**config.mk**
```make
export PLATFORM = sky130hd
export DESIGN_NAME = rbx_exec
export DESIGN_NICKNAME = d
export VERILOG_FILES = /design/src/rtl/rbx_pkg.sv /design/src/rtl/rbx_decode.sv /design/src/rtl/rbx_agen.sv /design/src/rtl/rbx_bitset.sv /design/src/rtl/rbx_exec.sv
export SDC_FILE = /design/constraint.sdc
export NUM_CORES = 1
export LEC_CHECK = 0
export ABC_AREA = 0
export BUFFER_PORTS_ARGS = -buffer_cell sky130_fd_sc_hd__buf_2
export CAP_MARGIN = 40
export CORE_MARGIN = 4
export CORE_UTILIZATION = 55
export CTS_BUF_LIST = sky130_fd_sc_hd__clkbuf_8
export CTS_CLUSTER_DIAMETER = 100
export DETAILED_ROUTE_END_ITERATION = 8
export PLACE_DENSITY = 0.79
export SYNTH_ARGS = -nofsm -noshare
export SYNTH_HDL_FRONTEND = slang
export SYNTH_SLANG_ARGS = --single-unit
```
**constraint.sdc**
```tcl
create_clock -name clk -period 3.4 [get_ports clk]
set_input_delay 0.68 -clock clk [delete_from_list [all_inputs] [get_ports clk]]
set_output_delay 0.68 -clock clk [all_outputs]
set_load 0.05 [all_outputs]
```
**src/rtl/rbx_pkg.sv**
```systemverilog
package rbx_pkg;

    typedef enum logic [1:0] {
        OPK_NONE = 2'd0,
        OPK_BRA  = 2'd1,
        OPK_BSF  = 2'd2
    } op_kind_e;

    typedef enum logic [1:0] {
        QP_DECODE  = 2'd0,
        QP_READ    = 2'd1,
        QP_PROCESS = 2'd2,
        QP_WRITE   = 2'd3
    } qphase_e;

    localparam logic [4:0] BRA_CODE = 5'b11010;
    localparam logic [3:0] BSF_CODE = 4'b1000;

endpackage

```
**src/rtl/rbx_decode.sv**
```systemverilog
module rbx_decode
    import rbx_pkg::*;
(
    input  logic [4:0] opc_i,
    output op_kind_e   kind_o
);
    always_comb begin
        if (opc_i == BRA_CODE)
            kind_o = OPK_BRA;
        else if (opc_i[4:1] == BSF_CODE)
            kind_o = OPK_BSF;
        else
            kind_o = OPK_NONE;
    end
endmodule

```
**src/rtl/rbx_agen.sv**
```systemverilog
module rbx_agen #(
    parameter int              F_W    = 8,
    parameter int              BANK_W = 4,
    parameter logic [F_W-1:0]  SPLIT  = 8'h5F,
    localparam int             ADDR_W = BANK_W + F_W
) (
    input  logic              bank_mode_i,
    input  logic [F_W-1:0]    reg_f_i,
    input  logic [BANK_W-1:0] bank_sel_i,
    input  logic              ext_mode_i,
    input  logic [F_W-1:0]    index_i,
    output logic [ADDR_W-1:0] addr_o
);
    logic low_half;
    assign low_half = (reg_f_i <= SPLIT);

    always_comb begin
        if (bank_mode_i)
            addr_o = {bank_sel_i, reg_f_i};
        else if (ext_mode_i && low_half)
            addr_o = ADDR_W'(index_i) + ADDR_W'(reg_f_i);
        else if (low_half)
            addr_o = {{BANK_W{1'b0}}, reg_f_i};
        else
            addr_o = {{BANK_W{1'b1}}, reg_f_i};
    end
endmodule

```
**src/rtl/rbx_bitset.sv**
```systemverilog
module rbx_bitset #(
    parameter int  DATA_W = 8,
    localparam int BIT_W  = $clog2(DATA_W)
) (
    input  logic [DATA_W-1:0] din_i,
    input  logic [BIT_W-1:0]  idx_i,
    output logic [DATA_W-1:0] dout_o
);
    for (genvar i = 0; i < DATA_W; i++) begin : g_bit
        assign dout_o[i] = din_i[i] | (idx_i == BIT_W'(i));
    end
endmodule

```
**src/rtl/rbx_exec.sv**
```systemverilog
module rbx_exec
    import rbx_pkg::*;
#(
    parameter int  PC_W   = 21,
    parameter int  IW     = 16,
    parameter int  OFF_W  = 11,
    parameter int  DATA_W = 8,
    parameter int  F_W    = 8,
    parameter int  BANK_W = 4,
    localparam int ADDR_W = BANK_W + F_W,
    localparam int BIT_W  = $clog2(DATA_W),
    localparam int FLD_W  = BIT_W + 1 + F_W
) (
    input  logic              clk,
    input  logic              rst_n,
    input  logic [IW-1:0]     instr_i,
    input  logic              instr_valid_i,
    output logic [PC_W-1:0]   pc_o,
    output logic [1:0]        phase_o,
    output logic              flush_o,
    output logic [ADDR_W-1:0] dm_addr_o,
    input  logic [DATA_W-1:0] dm_rdata_i,
    output logic [DATA_W-1:0] dm_wdata_o,
    output logic              dm_we_o,
    input  logic [BANK_W-1:0] bank_sel_i,
    input  logic              ext_mode_i,
    input  logic [F_W-1:0]    index_i
);
    localparam logic [PC_W-1:0] PC_STEP = PC_W'(2);

    typedef struct packed {
        qphase_e           phase;
        logic [PC_W-1:0]   pc;
        logic [FLD_W-1:0]  ir;
        op_kind_e          kind;
        logic              idle;
        logic [DATA_W-1:0] rd;
        logic [PC_W-1:0]   tgt;
    } exec_st_t;

    exec_st_t st_d, st_q;

    // decode of the incoming word
    op_kind_e word_kind;
    rbx_decode u_dec (
        .opc_i  (instr_i[IW-1 -: 5]),
        .kind_o (word_kind)
    );

    // fields of the held word
    logic [BIT_W-1:0]  bit_idx;
    logic              bank_mode;
    logic [F_W-1:0]    reg_f;
    logic [PC_W-1:0]   off_x2;
    assign bit_idx   = st_q.ir[FLD_W-1 -: BIT_W];
    assign bank_mode = st_q.ir[F_W];
    assign reg_f     = st_q.ir[F_W-1:0];
    assign off_x2    = {{(PC_W-OFF_W-1){st_q.ir[OFF_W-1]}}, st_q.ir[OFF_W-1:0], 1'b0};

    logic [ADDR_W-1:0] eff_addr;
    rbx_agen #(.F_W(F_W), .BANK_W(BANK_W)) u_agen (
        .bank_mode_i (bank_mode),
        .reg_f_i     (reg_f),
        .bank_sel_i  (bank_sel_i),
        .ext_mode_i  (ext_mode_i),
        .index_i     (index_i),
        .addr_o      (eff_addr)
    );

    logic [DATA_W-1:0] set_val;
    rbx_bitset #(.DATA_W(DATA_W)) u_set (
        .din_i  (st_q.rd),
        .idx_i  (bit_idx),
        .dout_o (set_val)
    );

    always_comb begin
        st_d       = st_q;
        st_d.phase = qphase_e'(st_q.phase + 2'd1);
        unique case (st_q.phase)
            QP_DECODE: begin
                if (st_q.idle) begin
                    st_d.kind = OPK_NONE;
                end else if (instr_valid_i) begin
                    st_d.ir   = instr_i[FLD_W-1:0];
                    st_d.kind = word_kind;
                    st_d.pc   = st_q.pc + PC_STEP;
                end else begin
                    st_d.kind = OPK_NONE;
                end
            end
            QP_READ: begin
                if (st_q.kind == OPK_BSF)
                    st_d.rd = dm_rdata_i;
                else if (st_q.kind == OPK_BRA)
                    st_d.tgt = off_x2;
            end
            QP_PROCESS: begin
                if (st_q.kind == OPK_BSF)
                    st_d.rd = set_val;
                else if (st_q.kind == OPK_BRA)
                    st_d.tgt = st_q.pc + st_q.tgt;
            end
            QP_WRITE: begin
                if (st_q.kind == OPK_BRA) begin
                    st_d.pc   = st_q.tgt;
                    st_d.idle = 1'b1;
                end else begin
                    st_d.idle = 1'b0;
                end
            end
            default: ;
        endcase
    end

    always_ff @(posedge clk or negedge rst_n) begin
        if (!rst_n) begin
            st_q <= '{phase: QP_DECODE, pc: '0, ir: '0, kind: OPK_NONE,
                      idle: 1'b0, rd: '0, tgt: '0};
        end else begin
            st_q <= st_d;
        end
    end

    logic bsf_live;
    assign bsf_live   = (st_q.kind == OPK_BSF) && (st_q.phase != QP_DECODE);
    assign pc_o       = st_q.pc;
    assign phase_o    = st_q.phase;
    assign flush_o    = st_q.idle;
    assign dm_addr_o  = bsf_live ? eff_addr : '0;
    assign dm_we_o    = (st_q.kind == OPK_BSF) && (st_q.phase == QP_WRITE);
    assign dm_wdata_o = dm_we_o ? st_q.rd : '0;

    // ---------------- assertions ----------------
    assert_phase_wrap_R2: assert property (@(posedge clk) disable iff (!rst_n)
        (phase_o == 2'd3) |=> (phase_o == 2'd0));

    assert_flush_pc_hold_R4: assert property (@(posedge clk) disable iff (!rst_n)
        (flush_o && phase_o != 2'd3) |=> $stable(pc_o));

    assert_flush_no_write_R4: assert property (@(posedge clk) disable iff (!rst_n)
        flush_o |-> !dm_we_o);

    assert_one_bit_change_R5: assert property (@(posedge clk) disable iff (!rst_n)
        dm_we_o |-> ($countones(dm_wdata_o ^ $past(dm_rdata_i, 2)) <= 1));

    assert_we_write_phase_R11: assert property (@(posedge clk) disable iff (!rst_n)
        dm_we_o |-> (phase_o == 2'd3));

    assert_addr_steady_R11: assert property (@(posedge clk) disable iff (!rst_n)
        dm_we_o |-> $stable(dm_addr_o));

endmodule

```
=== Word-level counts from Yosys, hierarchy flattened ===
Cells that the tools add are included.
W data, S select, Z words.

* Div/mod/pow operators: 0
* Shifts and indexed selects: 0
* Bitwise operators: 9
* Multiplexer cells: 21
* Eq/ne operators: 23
* $lt $le $gt $ge: 1
* Multipliers: 0
* Reductions and logical operators: 12
* Add/subtract/negate cells: 4

{| class="wikitable"
|+ Operators with widths
! kind !! count
|-
| $mux W21 || 5
|-
| $mux W33 || 2
|-
| $pmux W29 S2 || 1
|-
| $mux W12 || 4
|-
| $pmux W21 S2 || 1
|-
| $mux W8 || 3
|-
| $add A21 B2 Y21 const B || 1
|-
| $add A21 B21 Y21 || 1
|-
| $ne A2 B2 Y1 const B || 9
|-
| $eq A3 B3 Y1 const B || 4
|-
| $add A8 B8 Y9 || 1
|-
| $le A8 B7 Y1 const B || 1
|-
| $mux W2 || 4
|-
| $or A1 B1 Y1 || 8
|-
| $eq A2 B2 Y1 const B || 3
|-
| $eq A3 B2 Y1 const B || 2
|-
| $reduce_and A3 Y1 || 2
|-
| $reduce_bool A2 Y1 || 3
|-
| $eq A5 B5 Y1 const B || 1
|-
| $reduce_and A5 Y1 || 1
|-
| $eq A2 B1 Y1 const B || 2
|-
| $eq A4 B4 Y1 const B || 1
|-
| $reduce_and A4 Y1 || 1
|-
| $eq A3 B1 Y1 const B || 1
|-
| 6 further kinds || 8
|}

* Input bits: 40
* Flip-flop bits (word level): 67
* Memory bits (read-only): 0
* Logic and storage cells: 77
* Memories: 0
* RAM bits: 0
* Bits in latches: 0

=== Longest topological paths before layout ===
Gate-level depths: netlist of run 1.

* Word-level depth: 5
* Gate-level depth with buffers: 11
* Depth with buffers taken out: 10

=== Cells and area by module ===
Synthesis of run 1 repeated with hierarchy kept, for this count alone.

* Cells, all modules: 613
* Area, all modules: 5185.0 µm²

{| class="wikitable"
|+ Modules (own cells, without submodules)
! module !! area an instance (µm²) !! cells an instance !! instances
|-
| rbx_exec || 4544.4 || 528 || 1
|-
| rbx_agen || 510.5 || 66 || 1
|-
| rbx_bitset || 92.6 || 15 || 1
|-
| rbx_decode || 37.5 || 4 || 1
|}

=== Worst setup path before layout of run 1 ===
OpenSTA, ideal clock, no wires.

* Kind: input-to-output
* Start point: input port index_i[0]
* End point: output port dm_addr_o[8]
* Path slack: -468 ps
* Buffers on the path: 0
* Stages on the path: 10
* Data arrival time: 3188 ps
* Cells stage by stage: ha_1 -> inv_1 -> fa_1 -> nor2b_1 -> o21ai_0 -> a21oi_1 -> o21ai_0 -> a21oi_1 -> o21ai_0 -> a221oi_1

* Word-level cells in the longest chain between the ends: 4

{| class="wikitable"
|+ RTL lines
! element !! RTL line !! text
|-
| start, declared || rbx_exec.sv:27 || <nowiki>input logic [F_W-1:0] index_i</nowiki>
|-
| $add A8 B8 Y9 || rbx_agen.sv:21 || <nowiki>addr_o = ADDR_W'(index_i) + ADDR_W'(reg_f_i);</nowiki>
|-
| $mux W12 || rbx_agen.sv:20 || <nowiki>else if (ext_mode_i && low_half)</nowiki>
|-
| $mux W12 || rbx_agen.sv:18 || <nowiki>if (bank_mode_i)</nowiki>
|-
| $mux W12 || rbx_exec.sv:130 || <nowiki>assign dm_addr_o = bsf_live ? eff_addr : '0;</nowiki>
|-
| end, declared || rbx_exec.sv:21 || <nowiki>output logic [ADDR_W-1:0] dm_addr_o,</nowiki>
|}

Every way passes these cells.

=== Final worst setup path of run 1 ===
Same ends and word-level chain as after synthesis.

==> run_summary.xml, run 1 <==
<?xml version="1.0" encoding="UTF-8"?>
<metrics>
  <group name="pwr">
    <metric name="power.combinational.fraction" unit="%">18.7</metric>
    <metric name="leakagePower" unit="nW">2.64</metric>
    <metric name="pwr_density_cell" unit="mW/mm²">352</metric>
    <metric name="clkPwrFrac" unit="%">35.7</metric>
    <metric name="netSwitchingPower" unit="W">0.000607</metric>
    <metric name="design_power_total" unit="W">0.00202</metric>
    <metric name="internal_power" unit="W">0.00141</metric>
    <metric name="power_frac_seq" unit="%">45.6</metric>
    <metric name="worst_ir_drop_vdd" unit="mV">0.215</metric>
    <metric name="switching_share" unit="%">30.1</metric>
  </group>
  <group name="floorplanning">
    <metric name="placementRows" unit="">34</metric>
    <metric name="core_area" unit="mm²">0.00889</metric>
    <metric name="io_pins" unit="">85</metric>
    <metric name="die_w" unit="µm">104</metric>
    <metric name="starting_density_of_the_core" unit="%">57.6</metric>
    <metric name="die_outline_area" unit="mm²">0.0109</metric>
    <metric name="die_h" unit="µm">104</metric>
  </group>
  <group name="global_routing">
    <metric name="grt_max_degree" unit="">68</metric>
    <metric name="grt_util_all_layers" unit="%">23.1</metric>
    <metric name="grt_first_pass_wirelength" unit="µm">21200</metric>
    <metric name="gr-total-overflow" unit="">0</metric>
    <metric name="via_count_of_the_first_global_routing_pass" unit="">4492</metric>
    <metric name="grt_antenna_before_repair" unit="">0</metric>
  </group>
  <group name="logic_synthesis">
    <metric name="synth_cells" unit="">607</metric>
    <metric name="synth_sequential_area_ratio" unit="%">32.7</metric>
    <metric name="synth_mux_area_share" unit="%">4.42</metric>
    <metric name="synth_top_family_by_area" unit="">compound AO/OA/AOI/OAI gates</metric>
    <metric name="synth_compound_area_share" unit="%">24.5</metric>
    <metric name="synthDominantAreaCellType" unit="">dfrtp_1</metric>
    <metric name="synth-seq-cells" unit="">67</metric>
    <metric name="synth-simple-area-share" unit="%">19.7</metric>
    <metric name="post_synthesis_adder_cell_area_fraction" unit="%">8.85</metric>
    <metric name="synthesis.area" unit="mm²">0.00512</metric>
    <metric name="synth_commonest_cells" unit="">72 x o21ai_0, 67 x dfrtp_1, 62 x a21oi_1</metric>
    <metric name="number_of_flops_mapped_to_enable_cells_by_yosys" unit="">0</metric>
    <metric name="post_synth_main_area_contributors" unit="">dfrtp_1 33%, ha_1 8.1%, o21ai_0 7.0%, a21oi_1 6.1%, nand2_1 4.0%</metric>
    <metric name="yosysWarningCount" unit="">0</metric>
    <metric name="synthesis.area_per_instance" unit="µm²">8.43</metric>
    <metric name="synth_xor_area_share" unit="%">2.39</metric>
    <metric name="ys_async_sr_fraction" unit="%">100</metric>
    <metric name="distinct_cells_synth" unit="">67</metric>
    <metric name="synth_flop_cell" unit="">dfrtp_1</metric>
    <metric name="synthesis.nets" unit="">682</metric>
    <metric name="synthDominantCellAreaShare" unit="%">32.7</metric>
    <metric name="synth_most_common_cell" unit="">o21ai_0</metric>
  </group>
  <group name="timing">
    <metric name="final-setup-viol-count" unit="">0</metric>
    <metric name="clock-skew-final" unit="ps">9.49</metric>
    <metric name="layout_min_cycle_time" unit="ps">3280</metric>
    <metric name="worst_slew_pin_slew" unit="ps">546</metric>
    <metric name="final_hold_violation_count" unit="">0</metric>
    <metric name="final_min_period_over_clock_period" unit="%">96.4</metric>
    <metric name="timing.final.max_slew_violations" unit="">0</metric>
    <metric name="setup_total_negative_slack" unit="ps">0</metric>
    <metric name="fmax" unit="MHz">305</metric>
    <metric name="hold_slack" unit="ps">348</metric>
    <metric name="maxSlewHeadroom" unit="%">63.3</metric>
  </group>
  <group name="critical_path">
    <metric name="worstPathMaxFanout" unit="">3</metric>
    <metric name="critical-path-slowest-cell" unit="">fa_1</metric>
    <metric name="crit_type" unit="">in -&gt; out</metric>
    <metric name="timing.critical_path.max_delay_family" unit="">compound AO/OA/AOI/OAI gates</metric>
    <metric name="r2r_start" unit="">pc_o[0]$_DFFE_PN0P_</metric>
    <metric name="worstPathCellList" unit="">buf_2, ha_1, inv_1, fa_1, nor2b_2, o21ai_1, a21oi_2, o21ai_2, a21oi_2, o21ai_1, a221oi_4, buf_6</metric>
    <metric name="timing.critical_path.from" unit="">index_i[0]</metric>
    <metric name="worstPathRequired" unit="ps">2720</metric>
    <metric name="startpoint_type" unit="">primary input</metric>
    <metric name="critical_path.max_stage_delay" unit="ps">390</metric>
    <metric name="worstPathArrival" unit="ps">2600</metric>
    <metric name="setup.worst_path.end_class" unit="">primary output</metric>
    <metric name="buf_inv_stages_crit_path" unit="">3</metric>
  </group>
  <group name="place">
    <metric name="port-buffer-count" unit="">84</metric>
    <metric name="place_area" unit="mm²">0.00549</metric>
    <metric name="hpwl" unit="µm">9310</metric>
    <metric name="dp_cells" unit="">759</metric>
    <metric name="gp_congestion" unit="">0.927</metric>
  </group>
  <group name="drt">
    <metric name="viasPerCell" unit="">6.14</metric>
    <metric name="drc" unit="">0</metric>
    <metric name="first_pass_iters" unit="">5</metric>
    <metric name="drt_first_iter_violations" unit="">202</metric>
    <metric name="ant_nets" unit="">0</metric>
    <metric name="routed_wirelength" unit="µm">12700</metric>
    <metric name="routed-via-count" unit="">4768</metric>
    <metric name="route.detailed.wl_per_inst" unit="µm">16.3</metric>
  </group>
  <group name="run_status">
    <metric name="outcome" unit="">finished, final reports clean</metric>
  </group>
  <group name="clock_tree">
    <metric name="clkLatencyLatePin" unit="ps">350</metric>
    <metric name="clk_path_buf_depth" unit="">2</metric>
    <metric name="htreeDepth" unit="">3</metric>
    <metric name="number_of_clock_sinks_seen_by_cts" unit="">67</metric>
    <metric name="clk_pin_slew" unit="ps">70</metric>
    <metric name="cts-root-buf" unit="">clkbuf_8</metric>
    <metric name="tritoncts.num_buffers" unit="">9</metric>
    <metric name="tritoncts" unit="">built</metric>
    <metric name="holdBufCountCts" unit="">0</metric>
  </group>
  <group name="cells_and_area">
    <metric name="finalNonFillerCells" unit="">777</metric>
    <metric name="area.growth.synth_to_final" unit="%">12.1</metric>
    <metric name="finalNetCount" unit="">739</metric>
    <metric name="antennaDiodeCount" unit="">0</metric>
    <metric name="stdcell_area" unit="mm²">0.00574</metric>
    <metric name="post_route_cells_drive_above_1_share" unit="%">22.7</metric>
  </group>
  <group name="run">
    <metric name="max_cap_viol_count" unit="">0</metric>
  </group>
  <group name="worst_hold_path">
    <metric name="min-delay-path-class" unit="">in -&gt; async</metric>
  </group>
</metrics>
[layer usage]
metal	wire length, µm	up-vias	GRT usage, %
met4	167	0	7.12
met2	5940	202	37.3
met5	0	-	0
met1	5670	2250	31.5
met3	909	15	4.03
li1	-	2301	-
[metrics by stage]
step / util [%] / worst slack (ps)
after floorplan: - / 79.0
after global placement: 61.7 / -17.1
after detailed placement: 61.7 / -151
after CTS: 64.2 / 1.77
after global routing: 64.6 / -12.1
final: 64.6 / 121
[cell type report]
class / count / area, µm²
inverters: 24 / 90.1
fillers: 725 / 3150
clock inverters: 7 / 83.8
repair buffers: 94 / 517
well taps: 108 / 135
multi-input cells: 468 / 3110
flip-flops and latches: 67 / 1680
clock buffers: 9 / 124
[what timing repair did]
action	4_1_cts	5_1_grt
gates cloned	0	0
resized for setup	5	7
setup buffers	0	2
setup endpoints to repair	2	2
pin swaps	1	2
[power by group through the flow]
stage	Sequential (W)	Clock, W	Combinational, W
6_report	0.000920	0.000720	0.000378
5_1_grt	0.000927	0.000762	0.000422
4_1_cts	0.000918	0.000725	0.000366
3_5_place_dp	0.000934	0	0.000361
3_3_place_gp	0.000929	0	0.000345
2_1_floorplan	0.000910	0	0.000272
[kinds of logic after synthesis]
logic type               Yosys count
adder cells (fa/ha/maj)           35
AO/OA/AOI/OAI                    204
buffers and inverters             72
XOR/XNOR                          14
multiplexers                      21
AND/OR/NAND/NOR                  194
flip-flops                        67
[worst register-to-register path, delay by kind of cell (launching register included)]
kind                     cells  cell delay [ps]
AO/OA/AOI/OAI                6             1360
adder cells (fa/ha/maj)      2              660
flip-flops                   1              400
XOR/XNOR                     1              160
[cell usage in the layout (no fill, tap or decap), drive strengths merged, types with 13 or more instances in the layout]
cell type,Yosys,layout
a21oi,64,64
buf,30,94
dfrtp,67,67
ha,33,33
inv,24,25
mux2,13,13
nand2,54,54
nand3,20,20
nor2,43,43
nor3,14,14
o21ai,82,82
[registers in the layout, summed over array words and instances (netlist names)]
register and count:
off_x2 8, flush_o 1, bit_idx 3, phase_o 2
st_q 31, pc_o 21, bank_mode 1
[final timing paths]
kind / to / slack, ps / depth (start not counted)
max in group asynchronous: pc_o[8]$_DFFE_PN0P_ / 2760 / 2
worst max-delay path: dm_addr_o[8] / 120 / 12
worst max register to register: st_q[14]$_DFFE_PN0P_ / 720 / 9
min in group clk: pc_o[0]$_DFFE_PN0P_ / 510 / 2
worst min register to register: pc_o[0]$_DFFE_PN0P_ / 510 / 2
worst min-delay path: off_x2[3]$_DFFE_PN0P_ / 350 / 2
Power figures use the tool's default switching activity.
==> run 2: changes to the inputs <==
--- a/config.mk
+++ b/config.mk
@@ -9,11 +9,12 @@
 export BUFFER_PORTS_ARGS = -buffer_cell sky130_fd_sc_hd__buf_2
 export CAP_MARGIN = 40
 export CORE_MARGIN = 4
-export CORE_UTILIZATION = 55
+export CORE_UTILIZATION = 59
 export CTS_BUF_LIST = sky130_fd_sc_hd__clkbuf_8
 export CTS_CLUSTER_DIAMETER = 100
 export DETAILED_ROUTE_END_ITERATION = 8
-export PLACE_DENSITY = 0.79
+export PLACE_DENSITY = 0.83
+export SLEW_MARGIN = 20
 export SYNTH_ARGS = -nofsm -noshare
 export SYNTH_HDL_FRONTEND = slang
 export SYNTH_SLANG_ARGS = --single-unit
==> run_summary.xml, run 2 (synthesis gave the netlist of run 1 again) <==
<?xml version="1.0" encoding="UTF-8"?>
<metrics>
  <group name="run_status">
    <metric name="outcome" unit="">finished, final reports clean</metric>
  </group>
  <group name="clock_tree">
    <metric name="tritoncts.num_buffers" unit="">9</metric>
    <metric name="clk_pin_slew" unit="ps">70</metric>
    <metric name="clk_path_buf_depth" unit="">2</metric>
    <metric name="number_of_clock_sinks_seen_by_cts" unit="">67</metric>
    <metric name="htreeDepth" unit="">3</metric>
    <metric name="cts-root-buf" unit="">clkbuf_8</metric>
    <metric name="clkLatencyLatePin" unit="ps">350</metric>
    <metric name="tritoncts" unit="">built</metric>
  </group>
  <group name="critical_path">
    <metric name="worstPathCellList" unit="">buf_2, ha_1, inv_1, fa_2, nor2b_2, o21ai_2, a21oi_2, o21ai_2, a2111oi_2, a311o_1, buf_4</metric>
    <metric name="critical_path.max_stage_delay" unit="ps">340</metric>
    <metric name="critical-path-slowest-cell" unit="">fa_2</metric>
    <metric name="r2r-end" unit="">st_q[14]$_DFFE_PN0P_</metric>
    <metric name="startpoint_type" unit="">primary input</metric>
    <metric name="buf_inv_stages_crit_path" unit="">3</metric>
    <metric name="worstPathMaxFanout" unit="">3</metric>
    <metric name="worstPathRequired" unit="ps">2720</metric>
    <metric name="crit_type" unit="">in -&gt; out</metric>
    <metric name="setup.worst_path.end_class" unit="">primary output</metric>
    <metric name="worstRegToRegCells" unit="">9</metric>
    <metric name="worstPathArrival" unit="ps">2570</metric>
    <metric name="critical-path-top-cell-by-count" unit="">o21ai_2</metric>
    <metric name="timing.critical_path.max_delay_family" unit="">compound AO/OA/AOI/OAI gates</metric>
    <metric name="r2r_start" unit="">pc_o[0]$_DFFE_PN0P_</metric>
    <metric name="reg2reg_setup_slack" unit="ps">720</metric>
  </group>
  <group name="global_routing">
    <metric name="via_count_of_the_first_global_routing_pass" unit="">4535</metric>
    <metric name="gr-total-overflow" unit="">0</metric>
    <metric name="grt_first_pass_wirelength" unit="µm">21600</metric>
    <metric name="grt_antenna_before_repair" unit="">0</metric>
    <metric name="grt_max_degree" unit="">68</metric>
    <metric name="grt_util_all_layers" unit="%">26.2</metric>
  </group>
  <group name="timing">
    <metric name="clock-skew-final" unit="ps">13.5</metric>
    <metric name="setup_total_negative_slack" unit="ps">0</metric>
    <metric name="final_min_period_over_clock_period" unit="%">95.4</metric>
    <metric name="worst_slew_pin_slew" unit="ps">540</metric>
    <metric name="grt_setup_unrepaired" unit="">false</metric>
    <metric name="fmax" unit="MHz">308</metric>
    <metric name="final_hold_violation_count" unit="">0</metric>
    <metric name="layout_min_cycle_time" unit="ps">3250</metric>
    <metric name="timing.final.max_slew_violations" unit="">0</metric>
    <metric name="final-setup-viol-count" unit="">0</metric>
    <metric name="maxSlewHeadroom" unit="%">63.9</metric>
  </group>
  <group name="drt">
    <metric name="ant_nets" unit="">0</metric>
    <metric name="viasPerCell" unit="">6.10</metric>
    <metric name="routed_wirelength" unit="µm">12700</metric>
    <metric name="drc" unit="">0</metric>
    <metric name="drt_first_iter_violations" unit="">246</metric>
    <metric name="route.detailed.wl_per_inst" unit="µm">16.4</metric>
    <metric name="first_pass_iters" unit="">4</metric>
    <metric name="routed-via-count" unit="">4730</metric>
  </group>
  <group name="pwr">
    <metric name="pwr_density_cell" unit="mW/mm²">350</metric>
    <metric name="leakagePower" unit="nW">2.64</metric>
    <metric name="worst_ir_drop_vdd" unit="mV">0.290</metric>
  </group>
  <group name="floorplanning">
    <metric name="die_w" unit="µm">101</metric>
    <metric name="starting_density_of_the_core" unit="%">61.4</metric>
    <metric name="placementRows" unit="">33</metric>
    <metric name="core_area" unit="mm²">0.00834</metric>
    <metric name="die_h" unit="µm">101</metric>
    <metric name="io_pins" unit="">85</metric>
    <metric name="die_outline_area" unit="mm²">0.0102</metric>
  </group>
  <group name="place">
    <metric name="port-buffer-count" unit="">84</metric>
    <metric name="hpwl" unit="µm">9080</metric>
    <metric name="gp_congestion" unit="">0.907</metric>
  </group>
  <group name="cells_and_area">
    <metric name="post_route_cells_drive_above_1_share" unit="%">23.4</metric>
    <metric name="antennaDiodeCount" unit="">0</metric>
    <metric name="utilization" unit="%">69.1</metric>
    <metric name="most_common_cell_after_layout_fill_and_taps_aside" unit="">buf_2</metric>
    <metric name="area.growth.synth_to_final" unit="%">12.5</metric>
    <metric name="largest_register_ff_count" unit="">31</metric>
    <metric name="final_cell_mix" unit="">82 x buf_2, 67 x o21ai_0, 67 x dfrtp_1</metric>
    <metric name="regMostFlops" unit="">st_q</metric>
    <metric name="finalNetCount" unit="">740</metric>
  </group>
  <group name="run">
    <metric name="max_cap_viol_count" unit="">0</metric>
  </group>
  <group name="worst_hold_path">
    <metric name="min-delay-path-class" unit="">in -&gt; async</metric>
  </group>
</metrics>
## run 2: cell types whose count changed in the layout (fill, tap and decap cells not counted), sizes merged
| cell | previous run | this run |
|---|---|---|
| clkinv | 4 | 2 |
| buf | 94 | 95 |
| inv | 25 | 24 |
| clkbuf | 9 | 12 |
| bufinv | 2 | 1 |
| clkinvlp | 0 | 1 |
## run 2: cell type report
cell class	instances	area, µm²
Clock inverter	4	47.5
Multi-Input combinational cell	468	3130
Fill cell	684	2580
Timing Repair Buffer	95	524
Inverter	24	90.1
Sequential cell	67	1680
Tap cell	105	131
Clock buffer	12	165
## run 2: power breakdown
group          total, W  leakage (nW)  switching, W  internal [W]
combinational  0.000384          1.67      0.000228      0.000156
clock          0.000717         0.108      0.000320      0.000397
sequential     0.000917         0.859     0.0000628      0.000854
total           0.00202          2.64      0.000611       0.00141
## run 2: worst max path at each step
stage | startpoint | end | slack, ps | cells past startpoint
CTS | index_i[0] | dm_addr_o[8] | 40 | 12
finish | index_i[0] | dm_addr_o[6] | 150 | 11
global placement | index_i[0] | dm_addr_o[8] | -10 | 12
global route | index_i[0] | dm_addr_o[8] | 10 | 12
detailed placement | index_i[0] | dm_addr_o[6] | -160 | 11
floorplan | index_i[0] | dm_addr_o[6] | 80 | 9
## run 2: timing repair
item,4_1_cts,5_1_grt
hold buffers,0,0
pin swaps,2,2
resized for setup,6,9
setup buffers,3,0
endpoints found under the setup margin,2,2
## run 2: per-layer routing
metal  GRT usage, %  vias to the layer above  wire [µm]
met5              0                        -          0
met4           8.79                        0        272
met3           5.58                       23        840
met2           40.1                      159       5720
met1           37.0                     2252       5920
li1               -                     2296          -
## run 2: stage by stage
step | worst slack, ps | cell area, µm² | std cells | hold slack (ps) | total power, W
3_5_place_dp | -157 | 5490 | 756 | 503 | 0.00129
6_report | 155 | 5760 | 775 | 346 | 0.00202
2_1_floorplan | 79.0 | 5140 | 607 | 384 | 0.00118
3_3_place_gp | -9.55 | 5490 | 756 | 480 | 0.00127
4_1_cts | 37.6 | 5730 | 775 | 360 | 0.00201
5_1_grt | 9.70 | 5760 | 775 | 384 | 0.00212
==> run 3: changes to the inputs <==
--- a/config.mk
+++ b/config.mk
@@ -14,6 +14,7 @@
 export CTS_CLUSTER_DIAMETER = 100
 export DETAILED_ROUTE_END_ITERATION = 8
 export PLACE_DENSITY = 0.83
+export RECOVER_POWER = 25
 export SLEW_MARGIN = 20
 export SYNTH_ARGS = -nofsm -noshare
 export SYNTH_HDL_FRONTEND = slang
==> run_summary.xml, run 3 (synthesis gave the netlist of run 1 again) <==
<?xml version="1.0" encoding="UTF-8"?>
<metrics>
  <group name="run_status">
    <metric name="violated_checks" unit="">max-capacitance violations, max-slew violations</metric>
    <metric name="outcome" unit="">finished, violations left</metric>
  </group>
  <group name="timing">
    <metric name="layout_min_cycle_time" unit="ps">3250</metric>
    <metric name="final_min_period_over_clock_period" unit="%">95.6</metric>
    <metric name="timing.final.max_slew_violations" unit="">68</metric>
    <metric name="worst_slew_pin_slew" unit="ps">1670</metric>
    <metric name="final_hold_violation_count" unit="">0</metric>
    <metric name="hold_slack" unit="ps">518</metric>
    <metric name="fmax" unit="MHz">308</metric>
    <metric name="worst_slack" unit="ps">150</metric>
    <metric name="grt_setup_unrepaired" unit="">false</metric>
    <metric name="maxSlewHeadroom" unit="%">-11.5</metric>
    <metric name="clock-skew-final" unit="ps">13.5</metric>
    <metric name="setup_total_negative_slack" unit="ps">0</metric>
    <metric name="final-setup-viol-count" unit="">0</metric>
  </group>
  <group name="critical_path">
    <metric name="buf_inv_stages_crit_path" unit="">3</metric>
    <metric name="r2r-end" unit="">st_q[14]$_DFFE_PN0P_</metric>
    <metric name="setup.worst_path.end_class" unit="">primary output</metric>
    <metric name="timing.critical_path.max_delay_family" unit="">compound AO/OA/AOI/OAI gates</metric>
    <metric name="worstPathCellList" unit="">buf_2, ha_1, inv_1, fa_2, nor2b_2, o21ai_2, a21oi_2, o21ai_2, a21oi_2, o21ai_1, a221oi_4, buf_6</metric>
    <metric name="worstRegToRegCells" unit="">9</metric>
    <metric name="reg2reg_setup_slack" unit="ps">710</metric>
    <metric name="r2r_start" unit="">pc_o[0]$_DFFE_PN0P_</metric>
    <metric name="startpoint_type" unit="">primary input</metric>
    <metric name="critical-path-slowest-cell" unit="">fa_2</metric>
    <metric name="critical_path.max_stage_delay" unit="ps">340</metric>
    <metric name="worstPathArrival" unit="ps">2570</metric>
    <metric name="worstPathRequired" unit="ps">2720</metric>
    <metric name="worstPathMaxFanout" unit="">3</metric>
    <metric name="crit_type" unit="">in -&gt; out</metric>
  </group>
  <group name="pwr">
    <metric name="pwr_density_cell" unit="mW/mm²">351</metric>
    <metric name="worst_ir_drop_vdd" unit="mV">0.290</metric>
    <metric name="leakagePower" unit="nW">2.64</metric>
  </group>
  <group name="clock_tree">
    <metric name="tritoncts" unit="">built</metric>
    <metric name="holdBufCountCts" unit="">0</metric>
    <metric name="tritoncts.num_buffers" unit="">9</metric>
    <metric name="number_of_clock_sinks_seen_by_cts" unit="">67</metric>
    <metric name="htreeDepth" unit="">3</metric>
    <metric name="clk_pin_slew" unit="ps">70</metric>
    <metric name="clkLatencyLatePin" unit="ps">350</metric>
    <metric name="clk_path_buf_depth" unit="">2</metric>
    <metric name="cts-root-buf" unit="">clkbuf_8</metric>
  </group>
  <group name="floorplanning">
    <metric name="io_pins" unit="">85</metric>
    <metric name="die_h" unit="µm">101</metric>
    <metric name="die_outline_area" unit="mm²">0.0102</metric>
    <metric name="placementRows" unit="">33</metric>
    <metric name="starting_density_of_the_core" unit="%">61.4</metric>
    <metric name="die_w" unit="µm">101</metric>
    <metric name="core_area" unit="mm²">0.00834</metric>
  </group>
  <group name="global_routing">
    <metric name="grt_first_pass_wirelength" unit="µm">21600</metric>
    <metric name="grt_max_degree" unit="">68</metric>
    <metric name="via_count_of_the_first_global_routing_pass" unit="">4535</metric>
    <metric name="gr-total-overflow" unit="">0</metric>
    <metric name="grt_antenna_before_repair" unit="">0</metric>
    <metric name="grt_util_all_layers" unit="%">26.2</metric>
  </group>
  <group name="place">
    <metric name="gp_congestion" unit="">0.907</metric>
    <metric name="hpwl" unit="µm">9080</metric>
    <metric name="port-buffer-count" unit="">84</metric>
    <metric name="place_area" unit="mm²">0.00549</metric>
    <metric name="place_ws" unit="ps">-157</metric>
  </group>
  <group name="drt">
    <metric name="viasPerCell" unit="">6.10</metric>
    <metric name="drt_first_iter_violations" unit="">250</metric>
    <metric name="routed-via-count" unit="">4730</metric>
    <metric name="ant_nets" unit="">0</metric>
    <metric name="routed_wirelength" unit="µm">12800</metric>
    <metric name="drc" unit="">0</metric>
    <metric name="first_pass_iters" unit="">4</metric>
    <metric name="route.detailed.wl_per_inst" unit="µm">16.5</metric>
  </group>
  <group name="cells_and_area">
    <metric name="post_route_cells_drive_above_1_share" unit="%">23.4</metric>
    <metric name="regMostFlops" unit="">st_q</metric>
    <metric name="finalNetCount" unit="">740</metric>
    <metric name="utilization" unit="%">68.9</metric>
    <metric name="final_cell_mix" unit="">82 x buf_2, 67 x o21ai_0, 67 x dfrtp_1</metric>
    <metric name="most_common_cell_after_layout_fill_and_taps_aside" unit="">buf_2</metric>
    <metric name="largest_register_ff_count" unit="">31</metric>
    <metric name="area.growth.synth_to_final" unit="%">12.2</metric>
    <metric name="antennaDiodeCount" unit="">0</metric>
    <metric name="stdcell_area" unit="mm²">0.00575</metric>
  </group>
  <group name="worst_hold_path">
    <metric name="hold_path_end" unit="">st_q[0]$_DFFE_PN0P_</metric>
    <metric name="holdPathStages" unit="">2</metric>
    <metric name="min_from" unit="">st_q[0]$_DFFE_PN0P_</metric>
    <metric name="min-delay-path-class" unit="">reg -&gt; reg</metric>
  </group>
  <group name="run">
    <metric name="max_cap_viol_count" unit="">1</metric>
  </group>
</metrics>
==> run 3: changes by cell type in the layout (fill, tap and decap cells not counted) <==
cell	change
buf_12	-1
clkbuf_2	+1
==> run 3: worst max-delay path by stage <==
stage	cells after the start	endpoint	from
2_1_floorplan	9	dm_addr_o[6]	index_i[0]
3_3_place_gp	12	dm_addr_o[8]	index_i[0]
3_5_place_dp	11	dm_addr_o[6]	index_i[0]
4_1_cts	12	dm_addr_o[8]	index_i[0]
5_1_grt	12	dm_addr_o[8]	index_i[0]
6_report	12	dm_addr_o[8]	index_i[0]
==> run 3: metrics by stage <==
step	power [W]	std cells
6_report	0.00202	775
5_1_grt	0.00212	775
4_1_cts	0.00201	775
3_5_place_dp	0.00129	756
3_3_place_gp	0.00127	756
2_1_floorplan	0.00118	607
==> run 3: where the power goes <==
part,switching [W],total [W],leakage (nW),internal [W]
clock,0.000322,0.000718,0.108,0.000397
combinational,0.000228,0.000382,1.67,0.000154
sequential,0.0000630,0.000917,0.859,0.000854
total,0.000613,0.00202,2.64,0.00140
==> run 3: worst reg2reg max path: cells and delay by family, from the launching register on <==
family          cells  cell delay [ps]
xor+xnor            1              170
flops               1              400
compound gates      6             1330
fa+ha+maj           2              660
==> run 3: area by class of cell <==
cell class              instances  area (µm²)
clock buffers                  12         165
multi-input cells             468        3130
clock inverters                 4        47.5
repair buffers                 95         509
flip-flops and latches         67        1680
inverters                      24        90.1
fillers                       686        2590
well taps                     105         131
==> run 3: timing repair <==
item | CTS | global route
setup buffers | 3 | 0
hold endpoints to repair | 0 | 0
resized for setup | 6 | 9
pin swaps | 2 | 2
endpoints found under the setup margin | 2 | 2
==> run 3: routing by layer <==
metal  GRT usage [%]  wire length, µm
met2            40.1             5710
met4            8.79              272
met3            5.58              846
met1            37.0             5950
met5               0                0
